### src/rtl/shared_arb_pkg.sv
package shared_arb_pkg;
  localparam int TGT_N   = 2;
  localparam int TGT_RAM = 0;
  localparam int TGT_PER = 1;

  // strobes from control to datapath, one bit per target
  typedef struct packed {
    logic [TGT_N-1:0] hostGo;
    logic [TGT_N-1:0] copGo;
  } grant_t;
endpackage

### src/rtl/arb_ctrl.sv
module arb_ctrl
  import shared_arb_pkg::*;
#(
  parameter int AW = 16,
  parameter logic [AW-1:0] PER_BASE = 16'h8000
) (
  input  logic          clk,
  input  logic          rstN,
  input  logic          hostReq,
  input  logic [AW-1:0] hostAddr,
  input  logic          copReq,
  input  logic [AW-1:0] copAddr,
  output grant_t        go,
  output logic          busPhase,
  output logic          hostReady,
  output logic          copReady
);
  logic phase;
  logic perUsed;
  logic hostSlot;
  logic perFree;
  logic [TGT_N-1:0] hostWant;
  logic [TGT_N-1:0] copWant;

  always_comb begin
    hostSlot          = rstN && hostReq && !phase;
    hostWant[TGT_RAM] = hostSlot && (hostAddr < PER_BASE);
    hostWant[TGT_PER] = hostSlot && !(hostAddr < PER_BASE);
    copWant[TGT_RAM]  = rstN && copReq && (copAddr < PER_BASE);
    copWant[TGT_PER]  = rstN && copReq && !(copAddr < PER_BASE);
    perFree           = !(phase && perUsed);
    go.hostGo         = hostWant;
    go.copGo[TGT_RAM] = copWant[TGT_RAM] && !hostWant[TGT_RAM];
    go.copGo[TGT_PER] = copWant[TGT_PER] && !hostWant[TGT_PER] && perFree;
    copReady          = |go.copGo;
    hostReady         = hostSlot;
    busPhase          = phase;
  end

  always_ff @(posedge clk or negedge rstN) begin
    if (!rstN) begin
      phase   <= 1'b0;
      perUsed <= 1'b0;
    end else begin
      phase <= !phase;
      if (!phase) perUsed <= go.hostGo[TGT_PER] || go.copGo[TGT_PER];
      else        perUsed <= 1'b0;
    end
  end
endmodule

### src/rtl/arb_datapath.sv
module arb_datapath
  import shared_arb_pkg::*;
#(
  parameter int AW = 16,
  parameter int DW = 16
) (
  input  grant_t              go,
  input  logic                hostWe,
  input  logic [AW-1:0]       hostAddr,
  input  logic [DW-1:0]       hostWdata,
  input  logic                copWe,
  input  logic [AW-1:0]       copAddr,
  input  logic [DW-1:0]       copWdata,
  output logic [TGT_N-1:0]    tgtSel,
  output logic [TGT_N-1:0]    tgtOwner,
  output logic [TGT_N-1:0]    tgtWe,
  output logic [TGT_N-1:0][AW-1:0] tgtAddr,
  output logic [TGT_N-1:0][DW-1:0] tgtWdata
);
  for (genvar t = 0; t < TGT_N; t++) begin : g_tgt
    always_comb begin
      tgtSel[t]   = go.hostGo[t] || go.copGo[t];
      tgtOwner[t] = go.copGo[t] && !go.hostGo[t];
      if (go.hostGo[t]) begin
        tgtWe[t]    = hostWe;
        tgtAddr[t]  = hostAddr;
        tgtWdata[t] = hostWdata;
      end else if (go.copGo[t]) begin
        tgtWe[t]    = copWe;
        tgtAddr[t]  = copAddr;
        tgtWdata[t] = copWdata;
      end else begin
        tgtWe[t]    = 1'b0;
        tgtAddr[t]  = '0;
        tgtWdata[t] = '0;
      end
    end
  end
endmodule

### src/rtl/arb_top.sv
module arb_top
  import shared_arb_pkg::*;
#(
  parameter int AW = 16,
  parameter int DW = 16,
  parameter logic [AW-1:0] PER_BASE = 16'h8000
) (
  input  logic          clk,
  input  logic          rstN,
  input  logic          hostReq,
  input  logic          hostWe,
  input  logic [AW-1:0] hostAddr,
  input  logic [DW-1:0] hostWdata,
  input  logic          copReq,
  input  logic          copWe,
  input  logic [AW-1:0] copAddr,
  input  logic [DW-1:0] copWdata,
  output logic          busPhase,
  output logic          hostReady,
  output logic          copReady,
  output logic          ramSel,
  output logic          ramOwner,
  output logic          ramWe,
  output logic [AW-1:0] ramAddr,
  output logic [DW-1:0] ramWdata,
  output logic          perSel,
  output logic          perOwner,
  output logic          perWe,
  output logic [AW-1:0] perAddr,
  output logic [DW-1:0] perWdata
);
  grant_t go;
  logic [TGT_N-1:0] tgtSel, tgtOwner, tgtWe;
  logic [TGT_N-1:0][AW-1:0] tgtAddr;
  logic [TGT_N-1:0][DW-1:0] tgtWdata;

  arb_ctrl #(.AW(AW), .PER_BASE(PER_BASE)) u_ctrl (
    .clk(clk), .rstN(rstN), .hostReq(hostReq), .hostAddr(hostAddr),
    .copReq(copReq), .copAddr(copAddr), .go(go), .busPhase(busPhase),
    .hostReady(hostReady), .copReady(copReady)
  );

  arb_datapath #(.AW(AW), .DW(DW)) u_dp (
    .go(go), .hostWe(hostWe), .hostAddr(hostAddr), .hostWdata(hostWdata),
    .copWe(copWe), .copAddr(copAddr), .copWdata(copWdata),
    .tgtSel(tgtSel), .tgtOwner(tgtOwner), .tgtWe(tgtWe),
    .tgtAddr(tgtAddr), .tgtWdata(tgtWdata)
  );

  assign ramSel   = tgtSel[TGT_RAM];
  assign ramOwner = tgtOwner[TGT_RAM];
  assign ramWe    = tgtWe[TGT_RAM];
  assign ramAddr  = tgtAddr[TGT_RAM];
  assign ramWdata = tgtWdata[TGT_RAM];
  assign perSel   = tgtSel[TGT_PER];
  assign perOwner = tgtOwner[TGT_PER];
  assign perWe    = tgtWe[TGT_PER];
  assign perAddr  = tgtAddr[TGT_PER];
  assign perWdata = tgtWdata[TGT_PER];
endmodule

### config.mk
export PLATFORM = sky130hd
export DESIGN_NAME = arb_top
export DESIGN_NICKNAME = d
export VERILOG_FILES = /design/src/rtl/shared_arb_pkg.sv /design/src/rtl/arb_ctrl.sv /design/src/rtl/arb_datapath.sv /design/src/rtl/arb_top.sv
export SDC_FILE = /design/constraint.sdc
export NUM_CORES = 1
export LEC_CHECK = 0
export BUFFER_PORTS_ARGS = -buffer_cell sky130_fd_sc_hd__buf_2
export CAP_MARGIN = 10
export CORE_MARGIN = 2
export CORE_UTILIZATION = 33
export CTS_BUF_LIST = sky130_fd_sc_hd__clkbuf_8
export DETAILED_ROUTE_END_ITERATION = 6
export GPL_ROUTABILITY_DRIVEN = 0
export HOLD_SLACK_MARGIN = 0.12
export PLACE_DENSITY_LB_ADDON = 0.12
export SYNTH_ARGS = -nofsm -noshare
export SYNTH_HDL_FRONTEND = slang
export SYNTH_SLANG_ARGS = --single-unit
### constraint.sdc
create_clock -name clk -period 3.4 [get_ports clk]
set_clock_uncertainty 0.1 [all_clocks]
set_input_delay 0.68 -clock clk [delete_from_list [all_inputs] [get_ports clk]]
set_output_delay 0.68 -clock clk [all_outputs]
set_load 0.01 [all_outputs]
==> results.cfg, run 1 <==
[logic_synthesis]
syn_inst = 165
synth_top_area_share_pct = 28.90
synthArstFlopShare_pct = 100.0
synth_cell_types = 22
synth_most_common_cell = nand2_1
synth_edf_count = 0
synthFlopType = dfrtp_1
synth_common_cells = nand2_1, a22o_1, o21ai_0
ys_seq_area_share_pct = 5.161
yosys_warnings = 0
netlist_top_cells_area = a22o_1, nand2_1, o21ai_0
ys_ff_latch = 2
syn_nets = 235
syn-cell-area_um2 = 969.7
synth_top_area_cell = a22o_1
synth_area_per_cell_um2 = 5.877

[grt]
grt_remaining_overflow = 0
grt_pass1_vias = 1380
grt_max_degree = 35
grtUsageTotal_pct = 21.41
grt_pass1_wl_um = 5982
antenna_found_initial = 0

[route]
wire_per_inst_um = 11.84
vias = 1650
routed_wl_um = 3894
detail_route.first_pass.iterations = 4
drc_errors = 0
viasPerCell = 5.015
drtAntennaViolNets = 0
first_iter_violations = 58

[clock_tree]
root_buffer = clkbuf_8
cts_max_level = 1
cts_tree = yes
clkSinkCount = 2
worstSkewPairLatency_ns = 0.21
holdBufCountCts = 0
clk_pin_slew_worst_paths_ns = 0.03
cts_buffer_depth = 2
post-cts-setup-buffer-count = 0
cts_made_buffers = 3
cts_resized = 0

[setup_path]
critPathArrivalTime_ns = 1.92
worstPathRequired_ns = 2.62
cp_max_fo = 19
critPathKind = in -> out
endpoint_kind = output pin
critPathLaunchType = input port

[timing]
setup_tns_ns = 0
hold_violations = 0
setup_viol = 0
timing.fmax_mhz = 370.7
slew_violations = 0
fin_crit_sh_pct = 79.34
rsz0062_at_grt = no
min_period_ns = 2.698

[floorplanning]
io_pins = 143
die_h_um = 58.21
core.rowCount = 19
start_util_pct = 34.86
core_um2 = 2781
die-area_um2 = 3388
die_x_um = 58.21

[worst_hold_path]
min_path_type = in -> async

[place]
dpl-instance-area_um2 = 1659
hpwlAfterDp_um = 2970
io_buffers = 141

[cells_and_area]
finalInstanceArea_um2 = 1700
nets = 370
area_delta_synth_final_pct = 75.35
diodes = 0
final_layout_size_suffix_gt1_share_pct = 52.01

[power_and_ir_drop]
irDropWorstVdd_mv = 0.2604
p_total_mw = 0.2404
power_density_nw_per_um2 = 141.4
leakagePower_nw = 1.127

[outcome]
status = completed

[run]
maxCapViolCount = 0
[worst max-delay path: stages]
cell and delay (ns):
buf_2 0.17, nand4_2 0.37, buf_4 0.34, o21ai_0 0.19, buf_2 0.16
[power breakdown]
group	switching (mW)	leakage (nW)	internal, mW	total [mW]
Sequential	0.000197	0.0221	0.0247	0.0249
Combinational	0.0614	1.08	0.0581	0.119
Clock	0.0210	0.0216	0.0751	0.0961
Total	0.0826	1.13	0.158	0.240
[area by class of cell]
type	instances	area, um2
flip-flops and latches	2	50.05
well taps	31	38.79
repair buffers	147	763.2
inverters	2	7.507
multi-input cells	144	799.5
fillers	285	1081
clock buffers	3	41.29
[through the flow]
stage	cells	hold slack [ns]	worst slack [ns]	util [%]
finish	329	0.1922	0.7024	61.13
CTS	329	0.1849	0.6911	61.13
global route	329	0.1896	0.5401	61.13
detailed placement	326	0.4136	0.6970	59.65
floorplan	165	0.2844	1.184	-
global placement	326	0.4084	0.7373	59.65
[per-layer routing]
layer | global-route usage, % | part of all wire [%]
met1 | 27.15 | 41
met3 | 2.009 | 9.0
met4 | 5.316 | 1.1
met2 | 38.64 | 49
met5 | 0 | 0
[final timing paths]
check / start / endpoint / slack, ns / cells after the start
min in group clk: u_ctrl.busPhase$_DFF_PN0_ / u_ctrl.busPhase$_DFF_PN0_ / 0.45 / 1
hold / removal: rstN / u_ctrl.busPhase$_DFF_PN0_ / 0.19 / 1
setup / recovery: rstN / perWdata[11] / 0.70 / 5
max in group asynchronous: rstN / u_ctrl.perUsed$_DFF_PN0_ / 2.86 / 1
hold reg to reg: u_ctrl.busPhase$_DFF_PN0_ / u_ctrl.busPhase$_DFF_PN0_ / 0.45 / 1
setup reg to reg: u_ctrl.busPhase$_DFF_PN0_ / u_ctrl.perUsed$_DFF_PN0_ / 1.97 / 2
[state kept, by name, summed over array words and instances, names as in the netlist]
register,cells
u_ctrl.busPhase,1
u_ctrl.perUsed,1
[cell usage in the layout, fill, tap and decap left out]
cell type  Yosys  final
nor2_2         1      1
inv_1          2      2
nor3b_1        1      1
nand2_2        1      1
clkbuf_8       0      3
conb_1         1      1
nand4_2        1      1
nand4b_2       1      1
dfrtp_1        2      2
nand3b_1       1      1
nand2_1       67     67
o22ai_1        1      1
nor2_1         1      1
a21oi_1        1      1
buf_2          6    141
o21ai_0       32     32
buf_4          5      5
o21bai_1       1      1
buf_12         0      1
and4b_1        1      1
nor3_4         1      1
a22o_1        32     32
[cell families after synthesis]
kind of cell | share of synthesized area (%)
compound gates | 47.35
buf+inv | 12.39
flops | 5.161
other cells | 0.3867
simple gates | 34.71
Note: power is estimated with default switching activity, not from simulation.
==> inputs of run 2 (changes only) <==
CORE_UTILIZATION = 31   (was 33)
clock period = 2.85 ns   (was 3.4 ns; I/O delays follow)
==> results.cfg, run 2 (synthesis gave the netlist of run 1 again) <==
[floorplanning]
die_h_um = 59.93
core_um2 = 3003
die-area_um2 = 3592
die_x_um = 59.93
core.rowCount = 20
io_pins = 143
start_util_pct = 32.29

[clock_tree]
cts_buffer_depth = 2
root_buffer = clkbuf_8
cts_max_level = 1
clk_pin_slew_worst_paths_ns = 0.03
clkSinkCount = 2
cts_tree = yes
worstSkewPairLatency_ns = 0.21
cts_made_buffers = 3

[grt]
grt_pass1_wl_um = 5837
grt_remaining_overflow = 0
grt_pass1_vias = 1428
grtUsageTotal_pct = 19.77
antenna_found_initial = 0
grt_max_degree = 29

[timing]
holdWs_ns = 0.4541
timing.fmax_mhz = 359.4
min_period_ns = 2.782
hold_violations = 0
setup_viol = 0
slew_violations = 0
rsz0062_at_grt = yes
fin_crit_sh_pct = 97.62

[worst_hold_path]
min_path_type = reg -> reg

[route]
vias = 1734
detail_route.first_pass.iterations = 5
routed_wl_um = 4108
viasPerCell = 5.145
drtAntennaViolNets = 0
wire_per_inst_um = 12.19
first_iter_violations = 168
drc_errors = 0

[cells_and_area]
final_cell_mix = buf_2, nand2_1, a22o_1, o21ai_0, buf_4
layout_commonest_cell = buf_2
diodes = 0
finalNonFillerCells = 337
nets = 376
final_layout_size_suffix_gt1_share_pct = 52.63
final_core_util_pct = 59.75
area_delta_synth_final_pct = 85.03

[run]
maxCapViolCount = 0

[place]
numPlacedInstances = 331
hpwlAfterDp_um = 3160
io_buffers = 141

[power_and_ir_drop]
irDropWorstVdd_mv = 0.2771
power_density_nw_per_um2 = 160.8
leakagePower_nw = 1.166
p_total_mw = 0.2886

[setup_path]
critPathLaunchType = input port
worstPathRequired_ns = 2.18
endpoint_kind = output pin
critPathKind = in -> out
cp_max_fo = 15
critPathArrivalTime_ns = 2.11

[outcome]
status = completed
run 2: cell types whose count changed in the layout (fill, tap and decap cells not counted):
cell,before,now
buf_6,0,4
buf_12,1,2
buf_2,141,140
clkbuf_4,0,1
dlygate4sd3_1,0,1
nand4_2,1,0
nand4_4,0,1
nor2_2,1,0
nor2_4,0,1
o21ai_0,32,31
o21ai_1,0,1
run 2: final timing paths:
path                       slack (ns)                         to  depth (start not counted)                      start
setup / recovery                 0.07                ramWdata[6]                          7                       rstN
hold / removal                   0.45  u_ctrl.busPhase$_DFF_PN0_                          1  u_ctrl.busPhase$_DFF_PN0_
setup reg to reg                 1.69   u_ctrl.perUsed$_DFF_PN0_                          2  u_ctrl.busPhase$_DFF_PN0_
hold reg to reg                  0.45  u_ctrl.busPhase$_DFF_PN0_                          1  u_ctrl.busPhase$_DFF_PN0_
max in group asynchronous        1.87  u_ctrl.busPhase$_DFF_PN0_                          2                       rstN
min in group asynchronous        0.65   u_ctrl.perUsed$_DFF_PN0_                          2                       rstN
run 2: routing by layer:
layer	wire length, um	GRT usage, %	vias up
met5	0	0	-
met2	2065	38.82	93
met4	0	2.857	0
li1	-	-	867
met1	1691	23.45	774
met3	351	1.299	0
run 2: where the power goes:
part	total [mW]	switching, mW	internal, mW	leakage (nW)
Sequential	0.0297	0.000197	0.0295	0.0221
Combinational	0.149	0.0761	0.0732	1.12
Clock	0.110	0.0205	0.0892	0.0216
run 2: per-stage QoR:
stage | setup WS [ns] | area (um2) | setup TNS (ns)
global route | -0.01574 | 1794 | -0.06395
detailed placement | 0.5543 | 1697 | 0
floorplan | 0.8544 | 969.7 | 0
CTS | 0.02520 | 1748 | 0
finish | 0.06784 | 1794 | 0
global placement | 0.5585 | 1697 | 0
run 2: worst max-delay path: stages:
cell and delay (ns):
dlygate4sd3_1 0.53, clkbuf_4 0.19, nand3b_1 0.17, nor2_4 0.19, buf_6 0.18, a22o_1 0.15
buf_2 0.13
run 2: what timing repair did:
action	CTS	global route
setup endpoints to repair	0	62
setup buffers	0	1
hold buffers	1	0
endpoints found under the hold margin	2	0
gates resized for setup	0	10
run 2: final cells by class:
class / count / area, um2
Tap cell: 33 / 41.29
Clock buffer: 3 / 41.29
Multi-Input combinational cell: 144 / 813.3
Sequential cell: 2 / 50.05
Inverter: 2 / 7.507
Timing Repair Buffer: 153 / 840.8
Fill cell: 300 / 1209
